===== src/rtl/msi_id_tagger.sv =====
module msi_id_tagger #(
  parameter int ADDR_W  = 32,
  parameter int ID_BITS = 8
) (
  input  logic               clk,
  input  logic               rst_n,
  input  logic [ADDR_W-1:0]  cfg_win_base,
  input  logic [ADDR_W-1:0]  cfg_xlat_addr,
  input  logic               bus_valid,
  input  logic               bus_write,
  input  logic [ADDR_W-1:0]  bus_addr,
  input  logic [31:0]        bus_wdata,
  input  logic [3:0]         bus_be,
  output logic               bus_ready,
  output logic [31:0]        bus_rdata,
  output logic               req_valid,
  input  logic               req_ready,
  output logic [ID_BITS-1:0] req_devid,
  output logic [31:0]        req_event,
  output logic               size_err
);
  localparam int WIN_LG = ID_BITS + 2;

  logic wr, win_hit, xlat_hit, full, take_win, take_xlat, bad;

  assign bus_ready = !(req_valid && !req_ready);
  assign bus_rdata = '0;

  assign wr       = bus_valid && bus_ready && bus_write;
  assign win_hit  = bus_addr[ADDR_W-1:WIN_LG] == cfg_win_base[ADDR_W-1:WIN_LG];
  assign xlat_hit = bus_addr[ADDR_W-1:2] == cfg_xlat_addr[ADDR_W-1:2];
  assign full     = &bus_be;

  assign take_win  = wr && win_hit && full;
  assign take_xlat = wr && !win_hit && xlat_hit && full;
  assign bad       = wr && win_hit && !full;

  always_ff @(posedge clk) begin
    if (!rst_n) begin
      req_valid <= 1'b0;
      size_err  <= 1'b0;
    end else begin
      size_err <= bad;
      if (take_win || take_xlat) begin
        req_valid <= 1'b1;
        req_event <= bus_wdata;
        req_devid <= take_win ? bus_addr[WIN_LG-1:2] : '0;
      end else if (req_ready) begin
        req_valid <= 1'b0;
      end
    end
  end
endmodule


===== config.mk =====
export PLATFORM = sky130hd
export DESIGN_NAME = msi_id_tagger
export DESIGN_NICKNAME = d
export VERILOG_FILES = /design/src/rtl/msi_id_tagger.sv
export SDC_FILE = /design/constraint.sdc
export NUM_CORES = 1
export LEC_CHECK = 0
export ABC_AREA = 1
export BUFFER_PORTS_ARGS = -buffer_cell sky130_fd_sc_hd__buf_2
export CORE_ASPECT_RATIO = 0.75
export CORE_MARGIN = 10
export CORE_UTILIZATION = 35
export DETAILED_ROUTE_END_ITERATION = 10
export GPL_TIMING_DRIVEN = 1
export PLACE_DENSITY = 0.82
export RECOVER_POWER = 50
export SYNTH_ARGS = -nofsm -noshare
export SYNTH_HDL_FRONTEND = slang
export SYNTH_SLANG_ARGS = --single-unit

===== constraint.sdc =====
create_clock -name clk -period 2 [get_ports clk]
set_clock_uncertainty 0.05 [all_clocks]
set_input_delay 0.1 -clock clk [delete_from_list [all_inputs] [get_ports clk]]
set_output_delay 0.1 -clock clk [all_outputs]
set_load 0.02 [all_outputs]

==> results of run 1 <==
-- worst reg2reg max path, stage by stage (launching register included) --
cell and delay [ns]:
dfxtp_2 0.33, inv_1 0.05, nor2_1 0.05, inv_1 0.06, nand3_1 0.10, nor2_1 0.14
nand2_1 0.06, inv_1 0.06, nand2_2 0.07, clkinvlp_4 0.08, buf_12 0.23
-- state kept, by name, indices dropped and copies added, names as in the netlist --
register and flops:
req_devid 8, req_event 32, req_valid 1, size_err 1
-- path summary, 6_finish.rpt --
kind,start,to,slack (ns),depth (start not counted)
max,req_valid,req_event[6],0.42,10
min reg2reg,req_valid,req_valid,0.50,4
min,req_ready,req_valid,0.009,4
max reg2reg,req_valid,req_event[6],0.42,10
-- per-stage QoR --
stage	cell area, sq um	instances	setup slack, ns	power (W)	util, %
6_report	3680	551	0.416	0.00202	54.1
4_1_cts	3720	551	0.420	0.00203	54.7
2_1_floorplan	2560	291	0.0208	0.00120	-
5_1_grt	3680	551	0.328	0.00210	54.1
3_5_place_dp	3280	510	0.347	0.00131	48.2
3_3_place_gp	3280	510	0.368	0.00130	48.2
-- cell usage in the layout (no fill, tap or decap) --
| cell | Yosys | layout |
|---|---|---|
| nor3_2 | 1 | 1 |
| clkinv_2 | 0 | 1 |
| clkbuf_1 | 0 | 32 |
| buf_12 | 0 | 1 |
| nand3_1 | 3 | 3 |
| xor2_1 | 19 | 19 |
| nor2_1 | 27 | 28 |
| dfxtp_2 | 0 | 1 |
| dlygate4sd3_1 | 0 | 33 |
| nand3_4 | 1 | 1 |
| xnor2_1 | 17 | 17 |
| buf_2 | 0 | 133 |
| dfxtp_1 | 2 | 1 |
| edfxtp_1 | 40 | 40 |
| nand2_1 | 68 | 68 |
| nor2_2 | 2 | 1 |
| inv_6 | 0 | 1 |
| inv_1 | 35 | 34 |
| nor3b_2 | 3 | 3 |
| clkinvlp_4 | 0 | 1 |
| nand4_1 | 1 | 1 |
| bufinv_16 | 0 | 1 |
| nor2_4 | 1 | 1 |
| buf_4 | 32 | 1 |
| clkbuf_8 | 0 | 5 |
| nor3_1 | 5 | 5 |
| conb_1 | 1 | 32 |
| nand2_2 | 2 | 2 |
-- power by group through the flow --
stage	Clock (W)	Combinational, W	Sequential [W]
floorplan	0	0.000219	0.000978
global placement	0	0.000319	0.000978
detailed placement	0	0.000333	0.000978
CTS	0.000684	0.000385	0.000957
global route	0.000715	0.000432	0.000957
finish	0.000670	0.000389	0.000957
-- cells by family after synthesis --
group,after synthesis
AND/OR/NAND/NOR,114
buffers and inverters,67
flip-flops,42
XOR/XNOR,36
other,1
-- area by class of cell --
type                    count  area [sq um]  share of cell area [%]
clock buffers               5          68.8                    1.87
well taps                  84           105                    2.86
clock inverters             3          43.8                    1.19
multi-input cells         182           937                    25.5
repair buffers            200          1140                    31.1
flip-flops and latches     42          1240                    33.8
inverters                  35           135                    3.68
-- layer usage --
metal / global-route usage [%] / part of all wire [%] / routed length (microns)
met4: 4.16 / 1.2 / 100
met2: 29.0 / 56 / 4600
met5: 0 / 0 / 0
met1: 13.8 / 35 / 2900
met3: 3.97 / 8.2 / 680
==> results list, run 1 <==
- Result of the run: complete, no violations
- The tightest min-delay check is of the in -> reg type.
- Hold repair after CTS inserted 33 buffers.
- Combinational fraction of design power: 19.3%
- Root buffer cell: clkbuf_8
- Summed over all layers, the global routing overflow is 0.
- For this run, the leading register cell type out of synthesis is edfxtp_1.
* Final nets: 603
- Peak fanout along the critical path: 40
- On the critical path the largest part of the delay comes from buffers and inverters.
- Synthesis handed over a netlist of 260 instances.
- Via count of the first global-routing pass: 2534
- Crit share post-route: 79.2%
- Global routing used 14.5% of the available tracks across all layers.
- Total Negative Setup Slacks: 0 ns
- During placement, the flow inserted port buffers numbering 165.
* Number of setup violations in the final report: 0
* Fraction of layout cells with a size suffix above 1: 33.0%
* Simple-gate area share of the yosys netlist: 20.7%
- The first global-routing pass estimated 12300 microns of wire.
- In this run, CTS created clock tree buffers numbering 5.
* Antenna cells: 0
* Worst vdd ir: 0.000265 V
- Summing the areas of all compound-gate instances in the mapped netlist gives 0% of the synthesized area.
- A synthesized cell averages 9.37 sq um.
- Entering global routing, the biggest net connects 41 pins.
- The share of total power dissipated in the clock network is 33.2%.
* Type of the worst setup path: reg -> reg
- The tightest hold path in the finished design has a slack of 0.00923 ns.
- Highest-delay cell along the critical path: dfxtp_2
- In this run the static leakage power is 1.75 nW.
- For this configuration, the core starts out at a cell density of 35.8%.
* Timing-limited maximum frequency: 0.631 GHz
- Ranked by total cell area, the synthesized netlist is headed by edfxtp_1, nand2_1, buf_4.
- Walking the worst path, the cells encountered are inv_1 -> nor2_1 -> inv_1 -> nand3_1 -> nor2_1 -> nand2_1 -> inv_1 -> nand2_2 -> clkinvlp_4 -> buf_12.
- For this run, design rule violations remaining after detail routing come to 0.
* Most prevalent standard cell on the critical path: inv_1
- STA classifies the critical path startpoint as a flip-flop.
- WL/cell: 15.0 microns
* Cts repair resizes: 0
- # IOs: 212
- Reported net switching power: 0.000492 W
- Power density of the placed cells: 549 nW/um^2
* Die ar.: 10700 sq um
- Initial antenna violation count: 0
- After Yosys synthesis, XOR and XNOR cells account for 12.9% of the synthesized area.
* Count of standard-cell rows: 26
- In this run, the number of DRC markers left after iteration 0 of detailed routing was 69.
- The worst setup path is captured at a flip-flop.
- Vertical extent of the die: 92.3 microns
- After synthesis, the largest family of logic cells by area is simple AND/OR/NAND/NOR gates.
- After filler insertion, the fill cell instance count of the layout stands at 613.
- Synth Register Bits: 42
- Total Wirelength: 8280 microns
- In this run, synthesis inferred 40 flip-flops with an integrated enable.
* Unique cell type count in the Yosys netlist: 18
* Sequential-to-total area share from yosys stat: 51.0%
- Setup repair after global routing left no endpoint under its margin.
- Sequential power share: 47.5%
* Portion of netlist area occupied by mux cells: 0%
* Horiz. Die Dim: 116 microns
* Final Max Slew Viols: 0
- Area Growth Syn to Fin: 50.9%
- At the later pin of the worst-skew pair, clock insertion delay measures 0.28 ns.
* Max Cap Violations: 0
- Counting both buffers and inverters, the worst setup path holds a total of 5.
- TritonCTS built the clock tree.
* Commonest cells in the synthesized netlist: nand2_1, edfxtp_1, inv_1, buf_4, nor2_1
* Pint: 0.00152 W
- Clock-pin slew was measured on the worst setup and hold paths at 0.08 ns.
- The number of setup buffers added after CTS is 0.
- Placeable core area: 6800 sq um
- The detail route stage leaves a number of antenna-violating nets equal to 0.
- For this run, the number of Yosys warnings is 0.
* H-tree depth reported by CTS: 2
- Most area-hungry cell type in the Yosys netlist: edfxtp_1
* Final RePlAce weighted congestion: 0.867
* Final min period: 1.58 ns
- After detailed routing, the number of vias per cell comes to 4.13.
- The final route contains 2277 vias.
- Biggest cell delay along the critical path: 0.33 ns
- Maximum buffer depth of the clock tree: 2
- Data arrival at the endpoint of the critical path: 1.52 ns
- Hold Violations, Final: 0
- Net switching share of the total power: 24.4%
- Summing the areas of all fa, ha and maj instances in the mapped netlist gives 0% of the synthesized area.
- In the synthesized netlist the async set-or-reset flop fraction comes to 0%.
- STA puts the critical path data required time at 1.93 ns.
- For this run, the detailed router's first-pass iteration total came to 4.
- The clock net in this run drives a total of 42 sinks.
* Syn Std Cell Area: 2440 sq um
- The top cell type by area accounts for 49.3% of the synthesized area.
* Count leader, synth: nand2_1
- Once detailed placement completed, the half-perimeter wirelength came to 6540 microns.
No activity file was read; power rests on OpenSTA's default activity.
==> inputs of run 2 (changes only) <==
--- a/config.mk
+++ b/config.mk
@@ -9,10 +9,10 @@
 export BUFFER_PORTS_ARGS = -buffer_cell sky130_fd_sc_hd__buf_2
 export CORE_ASPECT_RATIO = 0.75
 export CORE_MARGIN = 10
-export CORE_UTILIZATION = 35
+export CORE_UTILIZATION = 38
 export DETAILED_ROUTE_END_ITERATION = 10
 export GPL_TIMING_DRIVEN = 1
-export PLACE_DENSITY = 0.82
+export PLACE_DENSITY = 0.84
 export RECOVER_POWER = 50
 export SYNTH_ARGS = -nofsm -noshare
 export SYNTH_HDL_FRONTEND = slang
==> constraint.sdc (replaced) <==
create_clock -name clk -period 1.6 [get_ports clk]
set_clock_uncertainty 0.05 [all_clocks]
set_input_delay 0.08 -clock clk [delete_from_list [all_inputs] [get_ports clk]]
set_output_delay 0.08 -clock clk [all_outputs]
set_load 0.02 [all_outputs]
==> run 2 against run 1 <==
Effect of this change: via count is essentially flat; design area grew 0.71%; setup slack lost 0.31 ns; power grew 17%; combinational power grew 25%; global-route usage grew 0.39 points; worst hold slack lost 0.0048 ns; sequential power grew 25%; critical endpoint is now req_event[19]; largest power group unchanged.
==> results list, run 2 (synthesized netlist as in run 1, its figures left out) <==
- Die ar.: 10000 sq um (was 10700 sq um)
- Clock slew seen by the registers of the worst setup and hold paths: 0.08 ns (about the same)
- Result of the run: complete, no violations (unchanged)
- The number of pins with negative max-slew slack in the final report was 0 (unchanged).
* 1st-pass router iterations: 4 (unchanged)
- Fraction of layout cells with a size suffix above 1: 35.2% (was 33.0%)
* Total Wirelength: 8000 microns (was 8280 microns)
- The portion of the clock cycle consumed by the worst path in the final layout was 93.1% (was 79.2%).
- The share of total power in combinational logic is 20.7% (was 19.3%).
- Horiz. Die Dim: 112 microns (was 116 microns)
- The data required time of the worst path was 1.56 ns (was 1.93 ns).
* Biggest register: req_event (unchanged)
- Commonest cells after routing, fill and taps aside: buf_2, nand2_1, edfxtp_1 (unchanged).
- TritonCTS clock tree: yes (unchanged)
- Critical Path Source: req_valid (unchanged)
- Worst max-slew margin expressed relative to the limit: 66.1%
* Critical R2R Capture: req_event[19] (was req_event[6])
- The maximum buffer depth of the clock tree came to 2 (unchanged).
- Count of fill cells added during filler insertion: 567 (was 613)
- Most common cell after layout, fill and taps aside: buf_2 (unchanged)
- The final total power came to 0.00235 W (was 0.00202 W).
* Fin Hold WS: 0.00441 ns (was 0.00923 ns)
- Slack of the worst reg-to-reg path: 0.11 ns (was 0.42 ns)
- Setup repair after global routing missed its margin: false (unchanged)
* Critical path buffers and inverters: 5 (unchanged)
* Final min period: 1.49 ns (was 1.58 ns)
- The worst endpoint data arrival time is 1.45 ns (was 1.52 ns).
* Ratio of routed vias to standard cells: 4.14 (was 4.13)
- The half-perimeter wire length after detailed placement came to 6640 microns (was 6540 microns).
* Timing-limited maximum frequency: 0.671 GHz (was 0.631 GHz)
* Root buffer cell: clkbuf_8 (unchanged)
* Max Cap Violations: 0 (unchanged)
- The port buffer count was 165 (unchanged).
- The class of the most critical hold timing path is in -> reg (unchanged).
- The total leakage power was 1.76 nW (was 1.75 nW).
- Type of the worst setup path: reg -> reg (unchanged)
- The DRC violation total after the first TritonRoute iteration came to 74 (was 69).
- The final standard cell area without fillers is 3700 sq um (was 3680 sq um).
- The switching share of power came to 25.7% (was 24.4%).
- The flip-flop count of the largest register, all copies and words added is 32 (unchanged).
* Power density of the placed cells: 635 nW/um^2 (was 549 nW/um^2)
* Total clock sinks: 42 (unchanged)
* Antenna cells: 0 (unchanged)
- Vertical extent of the die: 89.3 microns (was 92.3 microns)
- The antenna violation net count after detailed routing is 0 (unchanged).
- The cell-internal power was 0.00175 W (was 0.00152 W).
- The maximum number of pins on one net before global-route repair came to 24 (was 41).
* Post-detailed-placement cell area: 3300 sq um (was 3280 sq um)
* Worst path top cell family by delay: buffers and inverters (unchanged)
* Clock Latency Late Sink: 0.29 ns (was 0.28 ns)
* Worst setup path endpoint: req_event[19] (was req_event[6])
- The level count of the clock H-tree came to 2 (unchanged).
- DRC viols: 0 (unchanged)
- The via count of the first global-routing pass was 2507 (was 2534).
- Worst setup timing slack at the placement stage: 0.0132 ns (was 0.347 ns)
- The routed length per placed instance is 14.6 microns (was 15.0 microns).
* Number of setup violations in the final report: 0 (unchanged)
* Crit-path cells: inv_2 -> nor2_2 -> inv_2 -> nand3_4 -> nor2_2 -> nand2_1 -> inv_1 -> nand2_2 -> clkinvlp_4 -> buf_12 (was inv_1 -> nor2_1 -> inv_1 -> nand3_1 -> nor2_1 -> nand2_1 -> inv_1 -> nand2_2 -> clkinvlp_4 -> buf_12)
- The switching power of the nets is 0.000604 W (was 0.000492 W).
* Count of standard-cell rows: 25 (was 26)
- Sequential cell area: 1240 sq um (about the same)
- The number of hold violations in the final report was 0 (unchanged).
- Total CTS buffers: 5 (unchanged)
- Instance count on the critical path: 10 (unchanged)
- Peak fanout along the critical path: 23 (was 40)
- The first-pass GRT wire length was 12000 microns (was 12300 microns).
- Highest-delay cell along the critical path: dfxtp_4 (was dfxtp_2)
- # IOs: 212 (unchanged)
- Vias post-DR: 2276 (was 2277)
* Worst Reg-to-Reg Cells: 10 (unchanged)
- Multi-input gate area: 957 sq um (was 937 sq um)
- The maximum VDD drop was 0.000307 V (was 0.000265 V).
- The all-layer global routing usage came to 14.9% (was 14.5%).
- The floorplan core area is 6260 sq um (was 6800 sq um).
- CP Launch Type: flip-flop (unchanged)
* Initial antenna violation count: 0 (unchanged)
* Critical R2R Launch: req_valid (unchanged)
- Transition at the pin with the smallest max-transition slack: 0.509 ns
* Area Growth Syn to Fin: 52.0% (was 50.9%)
- The routability congestion estimate came to 0.846 (was 0.867).
- Biggest cell delay along the critical path: 0.35 ns (was 0.33 ns)
- Final nets: 605 (was 603)
- Clock power share: 28.5% (was 33.2%)
- Gr ovfl total: 0 (unchanged)
- Effective utilization at floorplan: 38.9% (was 35.8%)
- The sequential share of power came to 50.8% (was 47.5%).
* Setup slack of the critical path after layout: 0.110 ns (was 0.416 ns)
- The type of destination of the critical path is a flip-flop (unchanged).
- Largest regs: req_event (32), req_devid (8) (unchanged).
## run 2: cell types whose count changed in the layout (fill, tap and decap cells not counted), moves of 2 or more
cell      before  now
inv_1         34   32
nor2_2         1    4
clkbuf_1      32   28
nor2_1        28   25
buf_2        133  139
inv_2          0    2
## run 2: how the worst min path moves through the flow
stage,startpoint,to,cells past startpoint
finish,bus_write,size_err,3
global route,bus_write,size_err,3
CTS,bus_write,size_err,3
detailed placement,bus_wdata[26],req_event[26],1
global placement,bus_wdata[1],req_event[1],1
floorplan,bus_wdata[0],req_event[0],0
## run 2: what timing repair did
action,4_1_cts,5_1_grt
resized for setup,0,1
hold buffers,34,0
endpoints found under the hold margin,33,0
setup endpoints to repair,0,23
buffers inserted,0,0
## run 2: final cells by class
| type | count | area share (%) |
|---|---|---|
| flip-flops and latches | 42 | 33.6 |
| repair buffers | 202 | 31.8 |
| multi-input cells | 182 | 25.9 |
| inverters | 35 | 3.65 |
| well taps | 81 | 2.74 |
| clock buffers | 6 | 1.96 |
| clock inverters | 2 | 0.372 |
## run 2: worst register-to-register path, stage by stage, from the launching register on
cell and delay, ns:
dfxtp_4 0.35, inv_2 0.04, nor2_2 0.04, inv_2 0.07
nand3_4 0.07, nor2_2 0.10, nand2_1 0.06, inv_1 0.06
nand2_2 0.07, clkinvlp_4 0.11, buf_12 0.18
## run 2: stage by stage
| stage | TNS, ns | cells | util, % |
|---|---|---|---|
| 3_3_place_gp | 0 | 508 | 52.8 |
| 5_1_grt | 0 | 550 | 59.2 |
| 4_1_cts | 0 | 550 | 59.6 |
| 6_report | 0 | 550 | 59.2 |
| 2_1_floorplan | -10.39 | 291 | - |
| 3_5_place_dp | 0 | 508 | 52.8 |
## run 2: power by group through the flow
stage	registers [W]	logic, W	clock network, W
3_3_place_gp	0.00122	0.000401	0
5_1_grt	0.00119	0.000541	0.000731
6_report	0.00120	0.000486	0.000670
2_1_floorplan	0.00122	0.000275	0
3_5_place_dp	0.00122	0.000416	0
4_1_cts	0.00119	0.000481	0.000691
## run 2: metal layers
| layer | global-route usage, % | wire, microns |
|---|---|---|
| met5 | 0 | 0 |
| met4 | 5.06 | 138 |
| met3 | 5.03 | 665 |
| met2 | 29.7 | 4360 |
| met1 | 14.1 | 2840 |
==> inputs of run 3 (changes only) <==
--- a/config.mk
+++ b/config.mk
@@ -5,14 +5,13 @@
 export SDC_FILE = /design/constraint.sdc
 export NUM_CORES = 1
 export LEC_CHECK = 0
-export ABC_AREA = 1
 export BUFFER_PORTS_ARGS = -buffer_cell sky130_fd_sc_hd__buf_2
 export CORE_ASPECT_RATIO = 0.75
 export CORE_MARGIN = 10
-export CORE_UTILIZATION = 38
+export CORE_UTILIZATION = 37
 export DETAILED_ROUTE_END_ITERATION = 10
 export GPL_TIMING_DRIVEN = 1
-export PLACE_DENSITY = 0.84
+export PLACE_DENSITY = 0.86
 export RECOVER_POWER = 50
 export SYNTH_ARGS = -nofsm -noshare
 export SYNTH_HDL_FRONTEND = slang
==> run 3 against run 2 <==
Effect of this change: maximum frequency fell by 5.6%; critical path depth fell by 2; non-clock buffer count rose by 17; synthesized cell count fell by 36%; critical path type is now in -> reg.
==> results list, run 3 <==
* Critical Path RT: 1.56 ns (about the same)
- Root buffer cell: clkbuf_8 (unchanged)
* 1st-pass router iterations: 4 (unchanged)
* Clock Latency Late Sink: 0.28 ns (was 0.29 ns)
- Critical path buffers and inverters: 3 (was 5)
- Data arrival at the endpoint of the critical path: 1.54 ns (was 1.45 ns)
- The via count of the first global-routing pass was 2304 (was 2507).
* Final nets: 529 (was 605)
* Result of the run: complete, no violations (unchanged)
- The depth of the worst register-to-register path was 6 (was 10).
- Critical Path Source: bus_addr[14] (was req_valid)
- The initial standard-cell utilization of the core was 38.0% (was 38.9%).
* Syn Std Cell Area: 2200 sq um (was 2440 sq um)
* Initial antenna violation count: 0 (unchanged)
- Commonest cells in the synthesized netlist: edfxtp_1, buf_4, xnor2_1, xor2_1 (was nand2_1, edfxtp_1, inv_1, buf_4, nor2_1)
* Drt first-iter violations: 50 (was 74)
* Count leader, synth: edfxtp_1 (was nand2_1)
- Count of placed standard cells in the final layout, fillers left out: 471 (was 550)
- Synth Register Bits: 42 (unchanged)
- The cell count after synthesis is 167 (was 260).
- The port buffer count is 165 (unchanged).
* Pin count of the biggest net entering global routing: 23 (was 24)
- The cell with the biggest individual delay on the critical path was nor4_2 (was dfxtp_4).
- The total of endpoints with negative setup slack in the final report is 0 (unchanged).
- Worst vdd ir: 0.000474 V (was 0.000307 V)
* Crit-path cells: buf_2 -> xor2_1 -> nor4_2 -> nand4_1 -> or2_4 -> a21oi_4 -> buf_12 -> clkbuf_16 (was inv_2 -> nor2_2 -> inv_2 -> nand3_4 -> nor2_2 -> nand2_1 -> inv_1 -> nand2_2 -> clkinvlp_4 -> buf_12)
- Biggest cell delay along the critical path: 0.30 ns (was 0.35 ns)
- Critical R2R Capture: req_event[28] (was req_event[19])
- Slack of the worst reg-to-reg path: 0.07 ns (was 0.11 ns)
* # IOs: 212 (unchanged)
* Portion of synthesized cell area occupied by the leading cell type: 54.5% (was 49.3%)
- Estimated wirelength of the detail-placed design: 6510 microns (was 6640 microns)
- Most common cell after layout, fill and taps aside: buf_2 (unchanged)
- The floorplan core area was 5800 sq um (was 6260 sq um).
- Biggest register: req_event (unchanged)
- The number of buffers added by the clock tree synthesis step is 5 (unchanged).
* Ratio of routed vias to standard cells: 4.29 (was 4.14)
- Maximum buffer depth of the clock tree: 2 (unchanged)
* Vias post-DR: 2022 (was 2276)
- The mean post-synth cell area came to 13.2 sq um (was 9.37 sq um).
* Total clock sinks: 42 (unchanged)
* Fin Hold WS: 0.0441 ns (was 0.00441 ns)
- The count of flip-flops with a built-in enable after synthesis came to 40 (unchanged).
- The type of destination of the critical path is a flip-flop (unchanged).
- The die boundary height is 86.8 microns (was 89.3 microns).
- Cell types occupying the most area after synthesis: edfxtp_1, xnor2_1, buf_4 (was edfxtp_1, nand2_1, buf_4).
* DRC viols: 0 (unchanged)
* Async SR Flop Fraction: 0% (unchanged)
- The count of unique library cells instantiated by Yosys was 22 (was 18).
- Commonest cells after routing, fill and taps aside: buf_2, edfxtp_1, dlygate4sd3_1 (was buf_2, nand2_1, edfxtp_1)
- CP Launch Type: input pin (was flip-flop)
* Total Wirelength: 7910 microns (was 8000 microns)
* Final min period: 1.58 ns (was 1.49 ns)
- WL/cell: 16.8 microns (was 14.6 microns)
- Count of standard-cell rows: 24 (was 25)
* Type of the worst setup path: in -> reg (was reg -> reg)
* Total routing usage reported by global routing: 15.3% (was 14.9%)
- Warning count from the yosys run: 0 (unchanged)
- Worst path top cell family by delay: simple AND/OR/NAND/NOR gates (was buffers and inverters)
- Worst min path class: in -> reg (unchanged)
- The number of cells after detailed placement is 424 (was 508).
* Max Cap Violations: 0 (unchanged)
- The layout overhead on the synthesized area is 68.9% (was 52.0%).
- Power density of the placed cells: 630 nW/um^2 (was 635 nW/um^2)
- The total congestion overflow came to 0 (unchanged).
- TritonCTS clock tree: yes (unchanged)
* Sequential-to-total area share from yosys stat: 56.3% (was 51.0%)
* Clock slew seen by the registers of the worst setup and hold paths: 0.08 ns (about the same)
- The timing endpoint of the critical path is req_event[28] (was req_event[19]).
* Final RePlAce weighted congestion: 0.898 (was 0.846)
- Fraction of layout cells with a size suffix above 1: 46.8% (was 35.2%)
- The portion of the clock cycle consumed by the worst path in the final layout was 98.6% (was 93.1%).
- The die area came to 9470 sq um (was 10000 sq um).
- The largest area contributor in the netlist is edfxtp_1 (unchanged).
* Post-route core utilization: 64.2% (was 59.2%)
- The prevailing post-synth register cell is edfxtp_1 (unchanged).
- The die span in x came to 109 microns (was 112 microns).
- Wire length of the first global-routing pass: 11400 microns (was 12000 microns)
- The total leakage power came to 1.60 nW (was 1.76 nW).
* Peak fanout along the critical path: 7 (was 23)
- Critical R2R Launch: req_valid (unchanged)
- Largest regs: req_event (32), req_devid (8) (unchanged).
* Number of nets with antenna violations after routing: 0 (unchanged)
- Flip-flop count of the largest register, all copies and words added: 32 (unchanged)
- Instance count on the critical path: 8 (was 10)
- The final total power is 0.00235 W (about the same).
- Timing-limited maximum frequency: 0.634 GHz (was 0.671 GHz)
- The number of antenna cells inserted was 0 (unchanged).
* Hold Violations, Final: 0 (unchanged)
- The level count of the clock H-tree came to 2 (unchanged).
* Final Max Slew Viols: 0 (unchanged)
-- run 3: worst min-delay path by stage --
stage                        startpoint             to  slack (ns)  cells after the start
after floorplan            bus_wdata[0]   req_event[0]        0.13                      0
after global placement    bus_wdata[29]  req_event[29]        0.21                      1
after detailed placement   bus_wdata[9]   req_event[9]        0.21                      1
after CTS                   bus_addr[3]   req_devid[1]        0.03                      2
after global routing        bus_addr[5]   req_devid[3]        0.04                      2
final                       bus_addr[3]   req_devid[1]        0.04                      2
-- run 3: through the flow --
stage               area (sq um)  setup TNS [ns]  setup WS [ns]
global route                3720         -0.0542        -0.0108
floorplan                   2340          -19.88         -0.497
CTS                         3580               0        0.00238
finish                      3720               0         0.0219
global placement            3160          -14.74         -0.383
detailed placement          3160          -11.82         -0.304
-- run 3: logic make-up after synthesis --
family                    Yosys count  synth area share [%]
other                               1                 0.170
and+or+nand+nor                    36                  10.8
xor gates and xnor gates           52                  20.7
AOI/OAI and AO/OA                   3                 0.965
DFF                                42                  56.3
buffers and inverters              33                  11.1
-- run 3: where the power goes --
part | leakage [nW] | internal [W] | switching [W] | total, W
registers | 0.359 | 0.00120 | 0.00000000000397 | 0.00120
logic | 1.20 | 0.000252 | 0.000229 | 0.000481
clock network | 0.0441 | 0.000306 | 0.000361 | 0.000668
total | 1.60 | 0.00175 | 0.000591 | 0.00235
-- run 3: layer usage --
metal  GRT usage (%)  up-vias  part of all wire, %
met4            4.06        0                 0.85
met1            17.1      942                   38
li1                -      969                    -
met3            6.08        4                   11
met2            26.3      107                   50
met5               0        -                    0
-- run 3: what timing repair did --
item                                    4_1_cts  5_1_grt
gates resized for setup                       0        9
endpoints found under the setup margin        0       40
hold buffers                                 33        0
hold endpoints to repair                     33        0
setup buffers                                 0        2
-- run 3: final cells by class --
| class | instances | area (sq um) |
|---|---|---|
| clock inverters | 3 | 21.3 |
| clock buffers | 5 | 68.8 |
| repair buffers | 219 | 1380 |
| inverters | 1 | 3.75 |
| flip-flops and latches | 42 | 1240 |
| well taps | 78 | 97.6 |
| fillers | 456 | 2070 |
| multi-input cells | 123 | 908 |
-- run 3: worst register-to-register path, cell delays in order (launching register included) --
cell and delay [ns]:
dfxtp_1 0.34, nand2b_4 0.08, and3_4 0.20, nand3_2 0.12, a21oi_4 0.16, buf_12 0.16, clkbuf_16 0.15
